==> config.mk <==
export PLATFORM = sky130hd
export DESIGN_NAME = intdiv_unit
export DESIGN_NICKNAME = d
export VERILOG_FILES = /design/src/rtl/intdiv_pkg.sv /design/src/rtl/intdiv_prep.sv /design/src/rtl/intdiv_core.sv /design/src/rtl/intdiv_post.sv /design/src/rtl/intdiv_unit.sv
export SDC_FILE = /design/constraint.sdc
export NUM_CORES = 1
export LEC_CHECK = 0
export BUFFER_PORTS_ARGS = -buffer_cell sky130_fd_sc_hd__buf_2
export CAP_MARGIN = 20
export CORE_MARGIN = 4
export CORE_UTILIZATION = 45
export CTS_BUF_LIST = sky130_fd_sc_hd__clkbuf_4 sky130_fd_sc_hd__clkbuf_8
export DETAILED_ROUTE_END_ITERATION = 10
export GPL_ROUTABILITY_DRIVEN = 0
export HOLD_SLACK_MARGIN = 0.02
export PLACE_DENSITY = 0.61
export SLEW_MARGIN = 10
export SYNTH_ARGS = -nofsm -noshare
export SYNTH_HDL_FRONTEND = slang
export SYNTH_SLANG_ARGS = --single-unit
==> constraint.sdc <==
create_clock -name clk -period 10.59 [get_ports clk]
set_clock_uncertainty 0.2 [all_clocks]
set_input_delay 0.5295 -clock clk [delete_from_list [all_inputs] [get_ports clk]]
set_output_delay 0.5295 -clock clk [all_outputs]
set_load 0.005 [all_outputs]
==> src/rtl/intdiv_pkg.sv <==
package intdiv_pkg;

    typedef enum logic [1:0] {
        KIND_DIV     = 2'b00,
        KIND_DIV_EXT = 2'b01,
        KIND_REM     = 2'b10,
        KIND_REM_ALT = 2'b11
    } div_kind_e;

    typedef enum logic [1:0] {
        ST_IDLE,
        ST_RUN,
        ST_FIN
    } div_state_e;

    // Everything the post-processing stage needs to fix up the magnitudes.
    typedef struct packed {
        logic is_rem;
        logic sgn;
        logic word;
        logic neg_q;
        logic neg_r;
        logic div0;
        logic m1min;
        logic mag_ovf;
    } arith_ctl_t;

    // Write-back requests captured with the operation.
    typedef struct packed {
        logic ov_req;
        logic cr_req;
        logic so_in;
    } flag_req_t;

    // Returns {lt, gt, eq} for a value described by its sign and zero test.
    function automatic logic [2:0] sign_class(input logic neg, input logic zero);
        return {neg, !neg && !zero, zero};
    endfunction

endpackage

==> src/rtl/intdiv_prep.sv <==
module intdiv_prep
    import intdiv_pkg::*;
#(
    parameter int XLEN = 64
) (
    input  logic [1:0]                   op_kind,
    input  logic                         op_signed,
    input  logic                         op_word,
    input  logic [XLEN-1:0]              opnd_a,
    input  logic [XLEN-1:0]              opnd_b,
    output arith_ctl_t                   ctl,
    output logic [XLEN-1:0]              rem_init,
    output logic [XLEN-1:0]              low_init,
    output logic [XLEN-1:0]              dvs_mag,
    output logic [$clog2(XLEN+1)-1:0]    iters
);
    localparam int HALF = XLEN / 2;
    localparam int CW   = $clog2(XLEN + 1);

    div_kind_e       kind;
    logic            is_ext;
    logic [XLEN-1:0] a_ext, b_ext, a_mag;
    logic            a_neg, b_neg, a_is_min, b_all1;

    assign kind   = div_kind_e'(op_kind);
    assign is_ext = (kind == KIND_DIV_EXT);

    // Width selection with sign or zero extension of the low half.
    always_comb begin
        if (op_word) begin
            a_ext = op_signed ? {{HALF{opnd_a[HALF-1]}}, opnd_a[HALF-1:0]}
                              : {{HALF{1'b0}}, opnd_a[HALF-1:0]};
            b_ext = op_signed ? {{HALF{opnd_b[HALF-1]}}, opnd_b[HALF-1:0]}
                              : {{HALF{1'b0}}, opnd_b[HALF-1:0]};
            a_neg    = op_signed & opnd_a[HALF-1];
            b_neg    = op_signed & opnd_b[HALF-1];
            a_is_min = (opnd_a[HALF-1:0] == {1'b1, {(HALF-1){1'b0}}});
            b_all1   = &opnd_b[HALF-1:0];
        end else begin
            a_ext    = opnd_a;
            b_ext    = opnd_b;
            a_neg    = op_signed & opnd_a[XLEN-1];
            b_neg    = op_signed & opnd_b[XLEN-1];
            a_is_min = (opnd_a == {1'b1, {(XLEN-1){1'b0}}});
            b_all1   = &opnd_b;
        end
    end

    assign a_mag   = a_neg ? (~a_ext + 1'b1) : a_ext;
    assign dvs_mag = b_neg ? (~b_ext + 1'b1) : b_ext;

    // Extended forms start with the dividend in the upper half of the
    // double-width shift register; plain forms start it in the lower half,
    // left-aligned so that word operations finish after HALF shifts.
    always_comb begin
        if (is_ext) begin
            rem_init = a_mag;
            low_init = '0;
        end else begin
            rem_init = '0;
            low_init = op_word ? {a_mag[HALF-1:0], {HALF{1'b0}}} : a_mag;
        end
    end

    assign iters = op_word ? CW'(HALF) : CW'(XLEN);

    always_comb begin
        ctl         = '0;
        ctl.is_rem  = (kind == KIND_REM) || (kind == KIND_REM_ALT);
        ctl.sgn     = op_signed;
        ctl.word    = op_word;
        ctl.neg_q   = a_neg ^ b_neg;
        ctl.neg_r   = a_neg;
        ctl.div0    = (b_ext == '0);
        ctl.m1min   = op_signed & b_all1 & a_is_min;
        // Upper half not below the divisor: quotient exceeds the width.
        ctl.mag_ovf = is_ext & (rem_init >= dvs_mag);
    end

endmodule

==> src/rtl/intdiv_core.sv <==
module intdiv_core #(
    parameter int XLEN = 64
) (
    input  logic            clk,
    input  logic            rst,
    input  logic            load,
    input  logic            step,
    input  logic [XLEN-1:0] rem_init,
    input  logic [XLEN-1:0] low_init,
    input  logic [XLEN-1:0] dvs_in,
    output logic [XLEN-1:0] quo,
    output logic [XLEN-1:0] rem
);
    logic [XLEN-1:0] rem_q, low_q, dvs_q;
    logic [XLEN:0]   shifted;
    logic [XLEN+1:0] trial;
    logic            fits;

    // One restoring step: bring in the next dividend bit, try to subtract.
    assign shifted = {rem_q, low_q[XLEN-1]};
    assign trial   = {1'b0, shifted} - {2'b00, dvs_q};
    assign fits    = !trial[XLEN+1];

    always_ff @(posedge clk) begin
        if (rst) begin
            rem_q <= '0;
            low_q <= '0;
            dvs_q <= '0;
        end else if (load) begin
            rem_q <= rem_init;
            low_q <= low_init;
            dvs_q <= dvs_in;
        end else if (step) begin
            rem_q <= fits ? trial[XLEN-1:0] : shifted[XLEN-1:0];
            low_q <= {low_q[XLEN-2:0], fits};
        end
    end

    assign quo = low_q;
    assign rem = rem_q;

endmodule

==> src/rtl/intdiv_post.sv <==
module intdiv_post
    import intdiv_pkg::*;
#(
    parameter int XLEN = 64
) (
    input  arith_ctl_t      ctl,
    input  logic [XLEN-1:0] quo,
    input  logic [XLEN-1:0] rem,
    output logic [XLEN-1:0] result,
    output logic            ovf,
    output logic [2:0]      cmp
);
    localparam int HALF = XLEN / 2;

    logic            q_top, q_low_nz, sgn_ovf;
    logic [XLEN-1:0] q_val, q_res, r_val, r_res;
    logic            res_neg, res_zero;

    always_comb begin
        q_top    = ctl.word ? quo[HALF-1] : quo[XLEN-1];
        q_low_nz = ctl.word ? |quo[HALF-2:0] : |quo[XLEN-2:0];
    end

    // A signed quotient magnitude may reach 2^(w-1) only when negative.
    assign sgn_ovf = ctl.sgn & q_top & (!ctl.neg_q | q_low_nz);
    assign ovf     = !ctl.is_rem & (ctl.mag_ovf | ctl.div0 | sgn_ovf);

    assign q_val = ctl.neg_q ? (~quo + 1'b1) : quo;
    assign q_res = ctl.word ? {{HALF{1'b0}}, q_val[HALF-1:0]} : q_val;

    assign r_val = ctl.neg_r ? (~rem + 1'b1) : rem;
    always_comb begin
        if (ctl.div0 || ctl.m1min) begin
            r_res = '0;
        end else if (ctl.word) begin
            r_res = ctl.sgn ? {{HALF{r_val[HALF-1]}}, r_val[HALF-1:0]}
                            : {{HALF{1'b0}}, r_val[HALF-1:0]};
        end else begin
            r_res = r_val;
        end
    end

    assign result = ctl.is_rem ? r_res : (ovf ? '0 : q_res);

    always_comb begin
        res_neg  = ctl.word ? result[HALF-1] : result[XLEN-1];
        res_zero = ctl.word ? (result[HALF-1:0] == '0) : (result == '0);
    end

    assign cmp = sign_class(res_neg, res_zero);

endmodule

==> src/rtl/intdiv_unit.sv <==
module intdiv_unit
    import intdiv_pkg::*;
#(
    parameter int XLEN = 64
) (
    input  logic            clk,
    input  logic            rst,
    input  logic            start,
    input  logic [1:0]      op_kind,
    input  logic            op_signed,
    input  logic            op_word,
    input  logic            ov_req,
    input  logic            cr_req,
    input  logic            so_in,
    input  logic [XLEN-1:0] opnd_a,
    input  logic [XLEN-1:0] opnd_b,
    output logic            busy,
    output logic            done,
    output logic [XLEN-1:0] result,
    output logic            so_out,
    output logic            ov_out,
    output logic            ov32_out,
    output logic [3:0]      cr_out
);
    localparam int CW = $clog2(XLEN + 1);

    div_state_e      state_q;
    logic [CW-1:0]   cnt_q;
    arith_ctl_t      ctl_d, ctl_q;
    flag_req_t       req_q;
    logic [XLEN-1:0] rem_init, low_init, dvs_mag, quo, rem, res_d;
    logic [CW-1:0]   iters;
    logic            accept, ovf_d, flag_upd, so_new;
    logic [2:0]      cmp_d;
    logic            done_q, so_q, ov_q, ov32_q;
    logic [XLEN-1:0] result_q;
    logic [3:0]      cr_q;

    assign accept = start && (state_q == ST_IDLE);

    intdiv_prep #(.XLEN(XLEN)) u_prep (
        .op_kind   (op_kind),
        .op_signed (op_signed),
        .op_word   (op_word),
        .opnd_a    (opnd_a),
        .opnd_b    (opnd_b),
        .ctl       (ctl_d),
        .rem_init  (rem_init),
        .low_init  (low_init),
        .dvs_mag   (dvs_mag),
        .iters     (iters)
    );

    intdiv_core #(.XLEN(XLEN)) u_core (
        .clk      (clk),
        .rst      (rst),
        .load     (accept),
        .step     (state_q == ST_RUN),
        .rem_init (rem_init),
        .low_init (low_init),
        .dvs_in   (dvs_mag),
        .quo      (quo),
        .rem      (rem)
    );

    intdiv_post #(.XLEN(XLEN)) u_post (
        .ctl    (ctl_q),
        .quo    (quo),
        .rem    (rem),
        .result (res_d),
        .ovf    (ovf_d),
        .cmp    (cmp_d)
    );

    assign flag_upd = req_q.ov_req & !ctl_q.is_rem;
    assign so_new   = req_q.so_in | (flag_upd & ovf_d);

    always_ff @(posedge clk) begin
        if (rst) begin
            state_q  <= ST_IDLE;
            cnt_q    <= '0;
            ctl_q    <= '0;
            req_q    <= '0;
            done_q   <= 1'b0;
            result_q <= '0;
            so_q     <= 1'b0;
            ov_q     <= 1'b0;
            ov32_q   <= 1'b0;
            cr_q     <= '0;
        end else begin
            done_q <= 1'b0;
            unique case (state_q)
                ST_IDLE: begin
                    if (accept) begin
                        state_q      <= ST_RUN;
                        cnt_q        <= iters;
                        ctl_q        <= ctl_d;
                        req_q.ov_req <= ov_req;
                        req_q.cr_req <= cr_req;
                        req_q.so_in  <= so_in;
                    end
                end
                ST_RUN: begin
                    cnt_q <= cnt_q - 1'b1;
                    if (cnt_q == CW'(1)) begin
                        state_q <= ST_FIN;
                    end
                end
                ST_FIN: begin
                    state_q  <= ST_IDLE;
                    done_q   <= 1'b1;
                    result_q <= res_d;
                    so_q     <= so_new;
                    if (flag_upd) begin
                        ov_q   <= ovf_d;
                        ov32_q <= ovf_d;
                    end
                    if (req_q.cr_req) begin
                        cr_q <= {cmp_d, so_new};
                    end
                end
                default: state_q <= ST_IDLE;
            endcase
        end
    end

    assign busy     = (state_q != ST_IDLE);
    assign done     = done_q;
    assign result   = result_q;
    assign so_out   = so_q;
    assign ov_out   = ov_q;
    assign ov32_out = ov32_q;
    assign cr_out   = cr_q;

endmodule

Yosys cells after proc, flatten, opt, wreduce, memory -nomap -nowiden:

Index checks and enable logic that the tools add are counted.

* register bits: 283
* input bits: 138
* output and inout port bits: 73
* word-level logic and storage cells: 121

* add/sub/neg operators: 6
* $lt $le $gt $ge: 1
* eq/ne operators: 10
* mux-type cells: 37
* bitwise logic cells: 21
* reductions and logical operators: 25

Operators by type and width (count)
* $mux W64: 22
* $add A64 B1 Y64 const B: 4
* $not A64 Y64: 4
* $logic_not A64 Y1: 2
* $sub A65 B64 Y66: 1
* $eq A64 B64 Y1 const B: 1
* $ge A64 B64 Y1: 1
* $reduce_and A64 Y1: 1
* $reduce_or A63 Y1: 1
* $eq A32 B32 Y1 const B: 1
* $logic_not A32 Y1: 1
* $reduce_and A32 Y1: 1
* $reduce_or A31 Y1: 1
* $mux W7: 2
* $pmux W7 S2: 1
* $and A1 B1 Y1: 12
* $reduce_and A2 Y1: 5
* $mux W1: 9
* $eq A7 B1 Y1 const B: 1
* $sub A7 B1 Y7 const B: 1
* $eq A2 B2 Y1 const B: 3
* $reduce_bool A2 Y1: 3
* $logic_not A1 Y1: 5
* $eq A2 B1 Y1 const B: 2
* other kinds (8): 15

Longest topological paths before layout:

* depth in word-level cells: 12
* gate-level depth with buffers: 23
* depth with buffers taken out: 22

Cells and area by module:

From an unflattened synthesis, not the netlist that was laid out.

* cells, all modules: 3944
* area, all modules: 27865.5 µm²

Modules (own cells, without submodules)
* intdiv_core: instances 1, cells each 1621, area each 12444.4 µm², seq. area each 3843.7 µm²
* intdiv_prep: instances 1, cells each 1123, area each 7005.5 µm², seq. area each 0.0 µm²
* intdiv_post: instances 1, cells each 776, area each 4923.5 µm², seq. area each 0.0 µm²
* intdiv_unit: instances 1, cells each 424, area each 3492.1 µm², seq. area each 1821.7 µm²

Worst setup path before layout:

Ideal clock, no wire load.

* kind: input -> register
* start point: in opnd_a[14]
* end point: reg ctl_q[0] (netlist bit)
* setup time: 121 ps
* data arrival time: 4654 ps
* required time: 10269 ps
* path slack: 5615 ps
* cell stages on the path: 21
* path buffers: 1
* cell sequence: or4_1 > nor4b_1 > and3_1 > clkbuf_1 > nand2_1 > nor3_1 > o21ai_0 > nand2_1 > xor2_1 > and2_1 > ha_1 > a21o_1 > a21o_1 > a21o_1 > a21o_1 > a21o_1 > a21oi_1 > nor3_1 > o22ai_1 > o31a_1 > o21ai_0

* cells in the longest elaborated chain, start to end: 8

RTL lines
* from (decl): RTL line intdiv_unit.sv:15 `input logic [XLEN-1:0] opnd_a,`
* $mux W64: RTL line intdiv_prep.sv:31 `a_ext = op_signed ? {{HALF{opnd_a[HALF-1]}}, opnd_a[HALF-1:0]}`
* $mux W64 (*): RTL line intdiv_prep.sv:30 `if (op_word) begin`
* $not A64 Y64: RTL line intdiv_prep.sv:49 `assign a_mag = a_neg ? (~a_ext + 1'b1) : a_ext;`
* $add A64 B1 Y64: RTL line intdiv_prep.sv:49
* $mux W64 (*): RTL line intdiv_prep.sv:49
* $mux W64 (*): RTL line intdiv_prep.sv:56 `if (is_ext) begin`
* $ge A64 B64 Y1 (*): RTL line intdiv_prep.sv:77 `ctl.mag_ovf = is_ext & (rem_init >= dvs_mag);`
* $and A1 B1 Y1 (*): RTL line intdiv_prep.sv:77
* to (signal assigned): RTL line intdiv_unit.sv:97 `ctl_q <= ctl_d;`
* to (decl): RTL line intdiv_unit.sv:29 `arith_ctl_t ctl_d, ctl_q;`

Mark *: on every way between the ends. The rest lies on a longest branch, timed or not.
A chain may end at the register's enable or synchronous reset.

Worst setup path in the final report:

* start point: reg u_core.low_q[63], in the netlist u_core.quo[63]
* end point: reg u_core.low_q[0], in the netlist u_core.quo[0]

* cells in the longest elaborated chain, start to end: 4

RTL lines
* from (decl): RTL line intdiv_core.sv:14 `logic [XLEN-1:0] rem_q, low_q, dvs_q;`
* from (signal assigned): RTL line intdiv_core.sv:31 `low_q <= low_init;`
* from (signal assigned): RTL line intdiv_core.sv:35 `low_q <= {low_q[XLEN-2:0], fits};`
* $sub A65 B64 Y66: RTL line intdiv_core.sv:21 `assign trial = {1'b0, shifted} - {2'b00, dvs_q};`
* $logic_not A1 Y1: RTL line intdiv_core.sv:22 `assign fits = !trial[XLEN+1];`
* $mux W64: RTL line intdiv_core.sv:33 `end else if (step) begin`
* $mux W64: RTL line intdiv_core.sv:29 `end else if (load) begin`

No other way between the ends. The select of a mux whose other input is x is not followed.

==> flow_metrics.tcl <==
set metrics [dict create \
    status "complete, no violations" \
    grt_pass1_wl_mm 154 \
    clk_pin_slew_ns 0.07 \
    seq_area_sq_um 5670 \
    num_io_pins 211 \
    ys_top_cells_by_count "499 x nor2_1, 283 x dfxtp_1, 283 x o21ai_0, 277 x nand2_1, 246 x a21oi_1" \
    yosys-top-cells-area "dfxtp_1 22%, nor2_1 7.4%, ha_1 6.7%" \
    num-fill-cells 5649 \
    ys_ff_latch 283 \
    rsz0062_at_grt "no" \
    rows 86 \
    setup_viol 0 \
    synth_ff_type "dfxtp_1" \
    fin_crit_sh 0.524 \
    hold_ws_ns 0.0777 \
    dieArea_sq_um 60000 \
    num_vias 28254 \
    max_stage_delay_ns 1.01 \
    layout.nets 3863 \
    hp-class "input pin to register" \
    start_util 0.456 \
    numPortBuffers 210 \
    firstDrtPassIters 6 \
    synth_nets 3800 \
    dp.final_hpwl_mm 77.3 \
    grt.overflow.total 0 \
    tns_ns 0 \
    cp_top_family "compound AO/OA/AOI/OAI gates" \
    p_leak_nw 11.1 \
    syn_area_sq_um 25200 \
    grt_pass1_vias 26035 \
    ant_nets 0 \
    instances_no_fill 4378 \
    cp_num_buf_inv 3 \
    total_power_mw 7.27 \
    path_class "register to register" \
    syn_to_final_growth_pct 9.97 \
    grt_util_all_layers 0.321 \
    syn_area_per_cell_sq_um 7.16 \
    insertion_delay_ns 0.66 \
    tightest_slew_ns 1.23 \
    coreArea_sq_um 55300 \
    grt_max_degree 109 \
    maxSlewHeadroom 0.174 \
    htreeDepth 2 \
    synth_edf_count 0 \
    grt_antenna_before_repair 3 \
    routed_wl_mm 102 \
    final_hold_viol_count 0 \
    synth_cell_type_count 84 \
    clkSinkCount 283 \
    cts_buffers 47 \
    peakVddDrop_uv 215 \
    synthCells 3526 \
    ys_seq_area_frac 0.224 \
    finalCriticalPeriod_ns 5.55 \
    post-route-util 0.502 \
    viasPerCell 6.45 \
    cp.arrival_ns 5.84 \
    die_width_microns 245 \
    async_reset_ff_frac 0 \
    cts_resized 0 \
    drc 0 \
    cts_tree "done" \
    cts_buffer_depth 3 \
    powerDensity_nw_per_um2 262 \
    critPathMaxFanout 69 \
    multi_input_area_sq_um 18200 \
    yosys.area.top_type_share 0.224 \
    yosysTopAreaCell "dfxtp_1" \
    start_kind "register" \
    crit_path_end_kind "register" \
    drv_slew 0 \
    cp.required_ns 10.88 \
    yosysMostFrequentCell "nor2_1" \
    clockRootBuffer "clkbuf_8" \
    synth_warnings 0 \
    max_freq_mhz 180 \
    cp_slowest_cell "nor2_1" \
    path_cells "inv_1 > ha_1 > nor2b_1 > o31ai_1 > a21oi_1 > a32o_1 > o2111ai_1 > a21oi_1 > buf_4 > a41o_1 > a41o_2 > buf_4 > nor2_1 > a2bb2oi_1 > a211oi_1" \
    dp_cells 4280 \
    drv_cap 0 \
    die_h_microns 245 \
    avgRoutedWirePerCell_microns 23.3 \
    drive_above_1_share 0.119 \
    drt_iter0_drc 3223 \
]
## metal layers
| layer | vias to the layer above | wire, microns | global-route usage |
|---|---|---|---|
| met3 | 292 | 11000 | 0.0683 |
| met4 | 2 | 5110 | 0.151 |
| met1 | 13152 | 44100 | 0.453 |
| met5 | - | 9 | 0 |
| li1 | 13085 | - | - |
| met2 | 1723 | 41500 | 0.466 |
## cell type report
class | count | area share
diodes | 4 | 0.000361
clock buffers | 73 | 0.0328
clock inverters | 13 | 0.00279
inverters | 117 | 0.0158
multi-input cells | 2877 | 0.657
flip-flops and latches | 283 | 0.204
well taps | 748 | 0.0337
repair buffers | 263 | 0.0530
## stage by stage
stage,setup slack (ns),instance area [sq um]
final,5.04,27800
after global routing,4.68,27800
after CTS,5.18,27700
after detailed placement,4.52,26700
after global placement,4.69,26700
after floorplan,5.62,25200
## worst reg2reg max path, delay by kind of cell (launching register included)
kind	cells	cell delay, ns
buffers and inverters	3	0.86
adder cells (fa/ha/maj)	1	0.27
AO/OA/AOI/OAI	9	2.46
AND/OR/NAND/NOR	2	1.17
flip-flops	1	0.43
## cell usage in the layout, fill, tap and decap left out, types with 59 or more instances in the layout
cell	count
dfxtp_1	281
buf_2	209
nor3_1	95
nand2_1	274
clkbuf_8	59
xnor2_1	140
a21oi_1	246
a211oi_1	105
xor2_1	134
ha_1	135
nor2_1	498
o21ai_0	282
inv_1	116
## flip-flops by register name, summed over array words and instances, names as in the netlist
register,flops
ctl_q,8
done,1
req_q,3
result,64
cnt_q,7
u_core.quo,64
ov32_out,1
so_out,1
u_core.rem,64
state_q,2
u_core.dvs_q,64
cr_out,4
## cell families after synthesis
logic type,after synthesis,synth area share
simple gates,1281,0.239
compound gates,1133,0.296
buf+inv,366,0.0548
flops,283,0.224
xor+xnor,274,0.0951
fa+ha+maj,136,0.0677
mux,53,0.0226
## report_power, final
group	switching [mW]	internal, mW	leakage, nW	total [mW]
Clock	0.490	0.551	0.531	1.04
Combinational	2.79	1.86	8.29	4.65
Sequential	0.355	1.22	2.31	1.58
Total	3.64	3.63	11.1	7.27
## path summary, 6_finish.rpt
path	start	slack, ns	cells after the start	to
setup / recovery	u_core.quo[63]$_SDFFE_PP0P_	5.04	15	u_core.quo[0]$_SDFFE_PP0P_
hold reg to reg	req_q[2]$_SDFFE_PP0P_	0.25	2	req_q[2]$_SDFFE_PP0P_
hold / removal	opnd_b[5]	0.08	3	u_core.dvs_q[5]$_SDFFE_PP0P_
setup reg to reg	u_core.quo[63]$_SDFFE_PP0P_	5.04	15	u_core.quo[0]$_SDFFE_PP0P_
## timing repair
action                    4_1_cts  5_1_grt
buffers inserted                0        0
hold endpoints to repair        5        0
hold buffers                    5        0
No activity file was read; power rests on OpenSTA's default activity.
